<file path="src/rtl/flash_bus_front.sv">
module flash_bus_front #(
  parameter int          ADDR_W    = 16,
  parameter logic [15:0] ARR_KEY   = 16'hC33C,
  parameter logic [7:0]  RESET_CMD = 8'hF0
) (
  input  logic              clk,
  input  logic              rst_n,
  input  logic              ce_n,
  input  logic              oe_n,
  input  logic              we_n,
  input  logic              reset_n,
  input  logic              word_mode,
  input  logic [ADDR_W-1:0] addr,
  input  logic [15:0]       dq_in,
  output logic [15:0]       dq_out,
  output logic [15:0]       dq_oe,
  output logic              cmd_valid,
  output logic [ADDR_W:0]   cmd_addr,
  output logic [15:0]       cmd_data,
  output logic              cmd_byte
);

  localparam int BYTE_W = 8;

  logic rd_cyc, wr_cyc, wr_q, echo_mode, wr_start;
  logic [15:0] last_cmd, src_word, arr_word, wr_word;
  logic [BYTE_W-1:0] a8, half;

  assign rd_cyc   = reset_n & ~ce_n & ~oe_n & we_n;
  assign wr_cyc   = reset_n & ~ce_n & oe_n & ~we_n;
  assign wr_start = wr_cyc & ~wr_q;

  assign a8       = BYTE_W'(addr);
  assign arr_word = {a8, ~a8} ^ ARR_KEY;
  assign src_word = echo_mode ? last_cmd : arr_word;
  assign half     = dq_in[15] ? src_word[15:8] : src_word[7:0];
  assign wr_word  = word_mode ? dq_in : {8'h00, dq_in[7:0]};

  always_ff @(posedge clk or negedge rst_n) begin
    if (!rst_n) begin
      dq_oe  <= '0;
      dq_out <= '0;
    end else if (rd_cyc) begin
      dq_oe  <= word_mode ? 16'hFFFF : 16'h00FF;
      dq_out <= word_mode ? src_word : {8'h00, half};
    end else begin
      dq_oe  <= '0;
      dq_out <= '0;
    end
  end

  always_ff @(posedge clk or negedge rst_n) begin
    if (!rst_n) begin
      wr_q      <= 1'b0;
      cmd_valid <= 1'b0;
      cmd_addr  <= '0;
      cmd_data  <= '0;
      cmd_byte  <= 1'b0;
      echo_mode <= 1'b0;
      last_cmd  <= '0;
    end else begin
      wr_q      <= wr_cyc;
      cmd_valid <= wr_start;
      if (!reset_n) begin
        echo_mode <= 1'b0;
      end else if (wr_start) begin
        cmd_addr  <= {addr, word_mode ? 1'b0 : dq_in[15]};
        cmd_data  <= wr_word;
        cmd_byte  <= ~word_mode;
        last_cmd  <= wr_word;
        echo_mode <= (wr_word[7:0] != RESET_CMD);
      end
    end
  end

  AST_STANDBY_HIZ: assert property (@(posedge clk) disable iff (!rst_n)
    $past(ce_n) |-> dq_oe == 16'h0000);
  AST_BUS_RESET_HIZ: assert property (@(posedge clk) disable iff (!rst_n)
    !$past(reset_n) |-> (dq_oe == 16'h0000 && !cmd_valid));
  AST_ILLEGAL_CYCLE: assert property (@(posedge clk) disable iff (!rst_n)
    $past(!ce_n && !oe_n && !we_n) |-> (dq_oe == 16'h0000 && !cmd_valid));
  AST_SINGLE_PULSE: assert property (@(posedge clk) disable iff (!rst_n)
    cmd_valid |=> !cmd_valid);
  AST_BYTE_UPPER_HIZ: assert property (@(posedge clk) disable iff (!rst_n)
    (dq_oe[15:8] != 8'h00) |-> $past(word_mode));
  AST_FIELDS_HOLD: assert property (@(posedge clk) disable iff (!rst_n)
    !cmd_valid |-> ($stable(cmd_data) && $stable(cmd_addr) && $stable(cmd_byte)));
  AST_UNDRIVEN_ZERO: assert property (@(posedge clk) disable iff (!rst_n)
    (dq_out & ~dq_oe) == 16'h0000);

endmodule

</file>
<file path="config.mk">
export PLATFORM = sky130hd
export DESIGN_NAME = flash_bus_front
export DESIGN_NICKNAME = d
export VERILOG_FILES = /design/src/rtl/flash_bus_front.sv
export SDC_FILE = /design/constraint.sdc
export NUM_CORES = 1
export LEC_CHECK = 0
export BUFFER_PORTS_ARGS = -buffer_cell sky130_fd_sc_hd__buf_4
export CAP_MARGIN = 20
export CELL_PAD_IN_SITES_DETAIL_PLACEMENT = 0
export CELL_PAD_IN_SITES_GLOBAL_PLACEMENT = 1
export CORE_MARGIN = 4
export CORE_UTILIZATION = 36
export CTS_BUF_LIST = sky130_fd_sc_hd__clkbuf_16
export DETAILED_ROUTE_END_ITERATION = 6
export HOLD_SLACK_MARGIN = 0.08
export PLACE_DENSITY = 0.83
export SLEW_MARGIN = 20
export SYNTH_ARGS = -nofsm -noshare
export SYNTH_HDL_FRONTEND = slang
export SYNTH_SLANG_ARGS = --single-unit
</file>
<file path="constraint.sdc">
create_clock -name clk -period 1.4 [get_ports clk]
set_input_delay 0.28 -clock clk [delete_from_list [all_inputs] [get_ports clk]]
set_output_delay 0.28 -clock clk [all_outputs]
set_load 0.01 [all_outputs]
</file>
==> results of run 1 <==
## logic make-up after synthesis
| kind of cell | after synthesis | share of synthesized area [%] |
|---|---|---|
| buffers and inverters | 29 | 8.69 |
| and+or+nand+nor | 54 | 11.7 |
| muxes | 30 | 16.2 |
| DFF | 55 | 55.9 |
| AOI/OAI and AO/OA | 26 | 7.42 |
## sequential cells by signal (all words and copies together), names as in the netlist
name	count
cmd_data	16
cmd_valid	1
echo_mode	1
cmd_byte	1
dq_oe	2
cmd_addr	17
wr_q	1
dq_out	16
## metal layers
metal | routed length (µm) | vias to the layer above
met5 | 0 | -
met4 | 91 | 0
met3 | 420 | 10
met2 | 2800 | 69
met1 | 2630 | 843
li1 | - | 847
## cells in the mapped netlist
library cell | number | area [µm²]
o21ai_0 | 9 | 45.0
nand4bb_1 | 1 | 11.3
buf_6 | 2 | 22.5
nor2b_1 | 9 | 56.3
a311oi_1 | 8 | 70.1
nand2_1 | 25 | 93.8
dfrtp_1 | 55 | 1380
nand4_1 | 1 | 6.26
nand4bb_4 | 1 | 27.5
mux2i_1 | 5 | 50.1
nor3_1 | 4 | 20.0
mux2_2 | 7 | 78.8
or4_1 | 1 | 7.51
nor2_1 | 9 | 33.8
nand2_2 | 1 | 6.26
nor2_8 | 1 | 20.0
o31ai_1 | 9 | 67.6
mux2_4 | 18 | 270
buf_12 | 2 | 40.0
nand2b_1 | 1 | 6.26
inv_1 | 2 | 7.51
buf_2 | 4 | 20.0
buf_4 | 14 | 105
inv_2 | 1 | 3.75
clkbuf_1 | 4 | 15.0
## area by class of cell
type	count	area share, %
sequential	55	40.6
timing repair buffer	115	26.3
multi-input combinational	110	25.7
clock buffer	5	3.69
tap	77	2.84
clock inverter	3	0.664
inverter	3	0.332
## worst max path at each step
stage,start,to,slack [ns],depth (start not counted)
global route,wr_q$_DFF_PN0_,cmd_addr[12]$_DFFE_PN0P_,0.07,3
detailed placement,we_n,cmd_addr[11]$_DFFE_PN0P_,-0.08,5
floorplan,we_n,cmd_addr[13]$_DFFE_PN0P_,0.09,4
CTS,wr_q$_DFF_PN0_,cmd_addr[11]$_DFFE_PN0P_,0.12,3
global placement,we_n,cmd_addr[7]$_DFFE_PN0P_,-0.06,5
finish,wr_q$_DFF_PN0_,cmd_addr[8]$_DFFE_PN0P_,0.14,3
## power breakdown
part           total [mW]  leakage, nW  switching [mW]  internal (mW)
logic               0.996        0.916           0.400          0.596
clock network        1.24       0.0742           0.569          0.670
registers            1.98        0.710           0.174           1.80
## stage by stage
step                worst slack [ns]  power [mW]
global route                  0.0738        4.45
finish                         0.140        4.21
floorplan                     0.0932        2.44
CTS                            0.118        4.28
global placement             -0.0622        3.00
detailed placement           -0.0800        3.03
==> out/metrics.cfg, run 1 <==
[status]
status=complete, no violations

[setup_path]
critPathTopFamily=flip-flops
crit_path_start_kind=flop
end_kind=flop
cp.buffers_inverters=1
r2r_setup_slack_ns=0.14
reg2reg_to=cmd_addr[8]$_DFFE_PN0P_
slowest_delay_ns=0.44
worstReg2RegStart=wr_q$_DFF_PN0_
crit_type=reg2reg
arrival_ns=1.44
worstPathRequired_ns=1.58
slowest_stage=dfrtp_1
path_cells=nor2_8 > buf_12 > mux2_2
cp_max_fo=24
worstRegToRegCells=3

[clock_tree]
clock-sinks=55
cts_made_buffers=5
cts.htree.levels=2
post_cts_buffers=0
cts_resized=0
cts_hold_buf=1
cts_root_buf=clkbuf_16
clock_path_buffers=2
path_clk_slew_ns=0.07
insertion_delay_ns=0.29
cts_tree=done

[timing]
worst_pin_slew_ns=0.281
setup_viol=0
skew_ns=0.00920
whs_ns=0.214
hold_violations=0
clock.fmax_ghz=0.793
setup_tns_ns=0
relSlewSlack_pct=81.3
min_period_over_period_pct=90.0
slew_viol_final=0
min_period_ns=1.26
rsz0062_at_grt=no

[detailed_routing]
post_drt_via_cell_ratio=4.81
wl_per_cell_um=16.1
drtAntennaViolNets=0
drt_iter0_markers=81
drc=0
vias=1769
wl_um=5940
detail_route.first_pass.iterations=4

[synthesis]
syn_nets=233
ys_seq_elements=55
yosysWarnings=0
syn_area_um2=2460
syn_avg_cell_area_um2=12.7
ys_seq_area_share_pct=55.9
netlist_instances=194
ys_types=25

[grt]
antenna_found_initial=0
grtUsageMet1_pct=19.5
grt-ovfl-total=0
grt_use_total_pct=14.9
use_met3_pct=5.50
grt_max_degree=38
grt_pass1_vias=1835
use_met2_pct=22.9
busiest_layer=met2
grt_pass1_wl_um=9600

[final_layout]
layout.cells.non_filler=368
final_common_cell=buf_4
fin_util_pct=52.2
drive_gt1_share_pct=51.9
fillers=582
final_cell_mix=buf_4 (112), dfrtp_1 (55), nand2_1 (25)
diodes=0
syn_to_final_growth_pct=37.9
final-seq-area_um2=1380
final_area_um2=3390
layout.nets=329
multi_input_comb_area_um2=871

[placement]
placed_area_um2=3240
port_buffers=105
detailed_place_hpwl_um=4460
dp.cells=359
gp_congestion=0.793

[floorplanning]
ioPinCount=106
core_area_um2=6490
dieArea_um2=8220
floorplan.rows=29
die_x_um=90.7
initial_core_util_pct=37.9
fp.dieH_um=90.7

[flow_run]
drv_cap=0

[hold_path]
min_path_cells=2
hold_path_class=in2reg
hold_start=addr[9]
whs_endpoint=cmd_addr[10]$_DFFE_PN0P_

[power]
ir_worst_vdd_mv=0.693
leakage_nw=1.70
power_density_nw_per_um2=1240

No activity file was read; power rests on OpenSTA's default activity.
==> run 2: changes to the inputs <==
==> constraint.sdc (replaced) <==
create_clock -name clk -period 1.4 [get_ports clk]
set_input_delay 0.07 -clock clk [delete_from_list [all_inputs] [get_ports clk]]
set_output_delay 0.07 -clock clk [all_outputs]
set_load 0.01 [all_outputs]
==> run 2 against run 1 <==
Against the previous run: flip-flop and latch count did not move; maximum frequency fell by 1.8%; clock-buffer cell count did not move; register-to-register slack got worse by 0.02 ns; non-clock buffer count rose by 32; global-route usage rose by 0.96 points; die area did not move; clock skew fell by 0.0029 ns; combinational power rose by 6%; critical path type is now in2reg.
==> out/metrics.cfg, run 2 (same netlist as run 1, synthesis figures left out) <==
[status]
status=complete, no violations

[power]
ir_worst_vdd_mv=0.623
leakage_nw=1.82
power_density_nw_per_um2=1150

[detailed_routing]
drt_iter0_markers=73
wl_um=6220
post_drt_via_cell_ratio=4.68
drtAntennaViolNets=0
detail_route.first_pass.iterations=4
drc=0
vias=1867
wl_per_cell_um=15.6

[placement]
gp_congestion=0.786
port_buffers=105
placed_area_um2=3210
detailed_place_hpwl_um=4400

[timing]
whs_ns=0.249
relSlewSlack_pct=54.9
worst_pin_slew_ns=0.677
rsz0062_at_grt=no
setup_tns_ns=0
slew_viol_final=0
skew_ns=0.00628
min_period_over_period_pct=91.7
hold_violations=0
setup_viol=0
clock.fmax_ghz=0.779
min_period_ns=1.28

[final_layout]
layout.nets=361
final_cell_mix=buf_4 (111), dfrtp_1 (55), dlygate4sd3_1 (35)
final_area_um2=3700
syn_to_final_growth_pct=50.3
drive_gt1_share_pct=46.3
fillers=548
diodes=0
largest_reg_flops=17
final_common_cell=buf_4
final-seq-area_um2=1380
reg_top3=cmd_addr: 17 flops, cmd_data: 16 flops, dq_out: 16 flops
regMostFlops=cmd_addr
multi_input_comb_area_um2=873

[clock_tree]
clock-sinks=55
clock_path_buffers=2
post_cts_buffers=0
cts_made_buffers=5
insertion_delay_ns=0.29
cts.htree.levels=2
cts_tree=done
cts_root_buf=clkbuf_16
path_clk_slew_ns=0.07

[grt]
antenna_found_initial=0
grt_max_degree=56
grt-ovfl-total=0
grt_pass1_vias=1975
grt_pass1_wl_um=10300
grt_use_total_pct=15.8

[floorplanning]
initial_core_util_pct=37.9
fp.dieH_um=90.7
core_area_um2=6490
floorplan.rows=29
die_x_um=90.7
dieArea_um2=8220
ioPinCount=106

[hold_path]
hold_path_class=in2reg

[setup_path]
cp_max_fo=2
worstPathRequired_ns=1.57
crit_path_start_kind=input port
arrival_ns=1.45
end_kind=flop
crit_type=in2reg

[flow_run]
drv_cap=0

[run 2: changes by cell type in the layout (fill, tap and decap cells not counted), sizes merged]
cell / previous run / this run
dlygate4sd3: 1 / 35
inv: 4 / 3
buf: 114 / 112
[run 2: final timing paths]
kind / startpoint / endpoint / slack, ns / cells past startpoint
setup / recovery: dq_in[1] / echo_mode$_DFFE_PN0P_ / 0.12 / 5
hold / removal: ce_n / dq_out[2]$_DFF_PN0_ / 0.25 / 3
setup reg to reg: wr_q$_DFF_PN0_ / cmd_addr[8]$_DFFE_PN0P_ / 0.12 / 3
hold reg to reg: cmd_addr[7]$_DFFE_PN0P_ / cmd_addr[7]$_DFFE_PN0P_ / 0.51 / 1
max in group asynchronous: rst_n / echo_mode$_DFFE_PN0P_ / 0.56 / 2
min in group asynchronous: rst_n / cmd_addr[2]$_DFFE_PN0P_ / 0.39 / 2
[run 2: repair_timing]
| item | in CTS | in global routing |
|---|---|---|
| hold buffers | 35 | 0 |
| gates resized for setup | 0 | 1 |
| hold endpoints to repair | 97 | 0 |
| endpoints found under the setup margin | 0 | 2 |
[run 2: stage by stage]
step / cells / util, % / worst slack [ns] / power (mW)
after floorplan: 194 / - / 0.117 / 2.44
after global placement: 357 / 49.4 / 0.135 / 2.99
after detailed placement: 357 / 49.4 / 0.106 / 3.01
after CTS: 399 / 56.9 / 0.0792 / 4.30
after global routing: 399 / 57.0 / 0.0131 / 4.50
final: 399 / 57.0 / 0.116 / 4.25
[run 2: cell type report]
class / instances / share of cell area, %
multi-input combinational: 110 / 23.6
inverter: 3 / 0.304
clock buffer: 5 / 3.38
sequential: 55 / 37.2
clock inverter: 2 / 0.372
tap: 77 / 2.60
timing repair buffer: 147 / 32.5
[run 2: where the power goes]
group          internal (mW)  total (mW)  switching [mW]
Combinational          0.651        1.06           0.411
Sequential              1.80        1.98           0.176
Clock                  0.654        1.20           0.550
Total                   3.11        4.25            1.14
[run 2: metal layers]
layer / routed length, µm / track usage (%) / up-vias
li1: - / - / 907
met5: 0 / 0 / -
met4: 23 / 3.06 / 0
met1: 2800 / 20.1 / 893
met2: 2990 / 25.9 / 65
met3: 412 / 5.83 / 2
[run 2: worst max-delay path, stage by stage]
cell           delay, ns
dlygate4sd3_1       0.54
buf_4               0.14
or4_1               0.50
nor2_1              0.12
mux2i_1             0.08
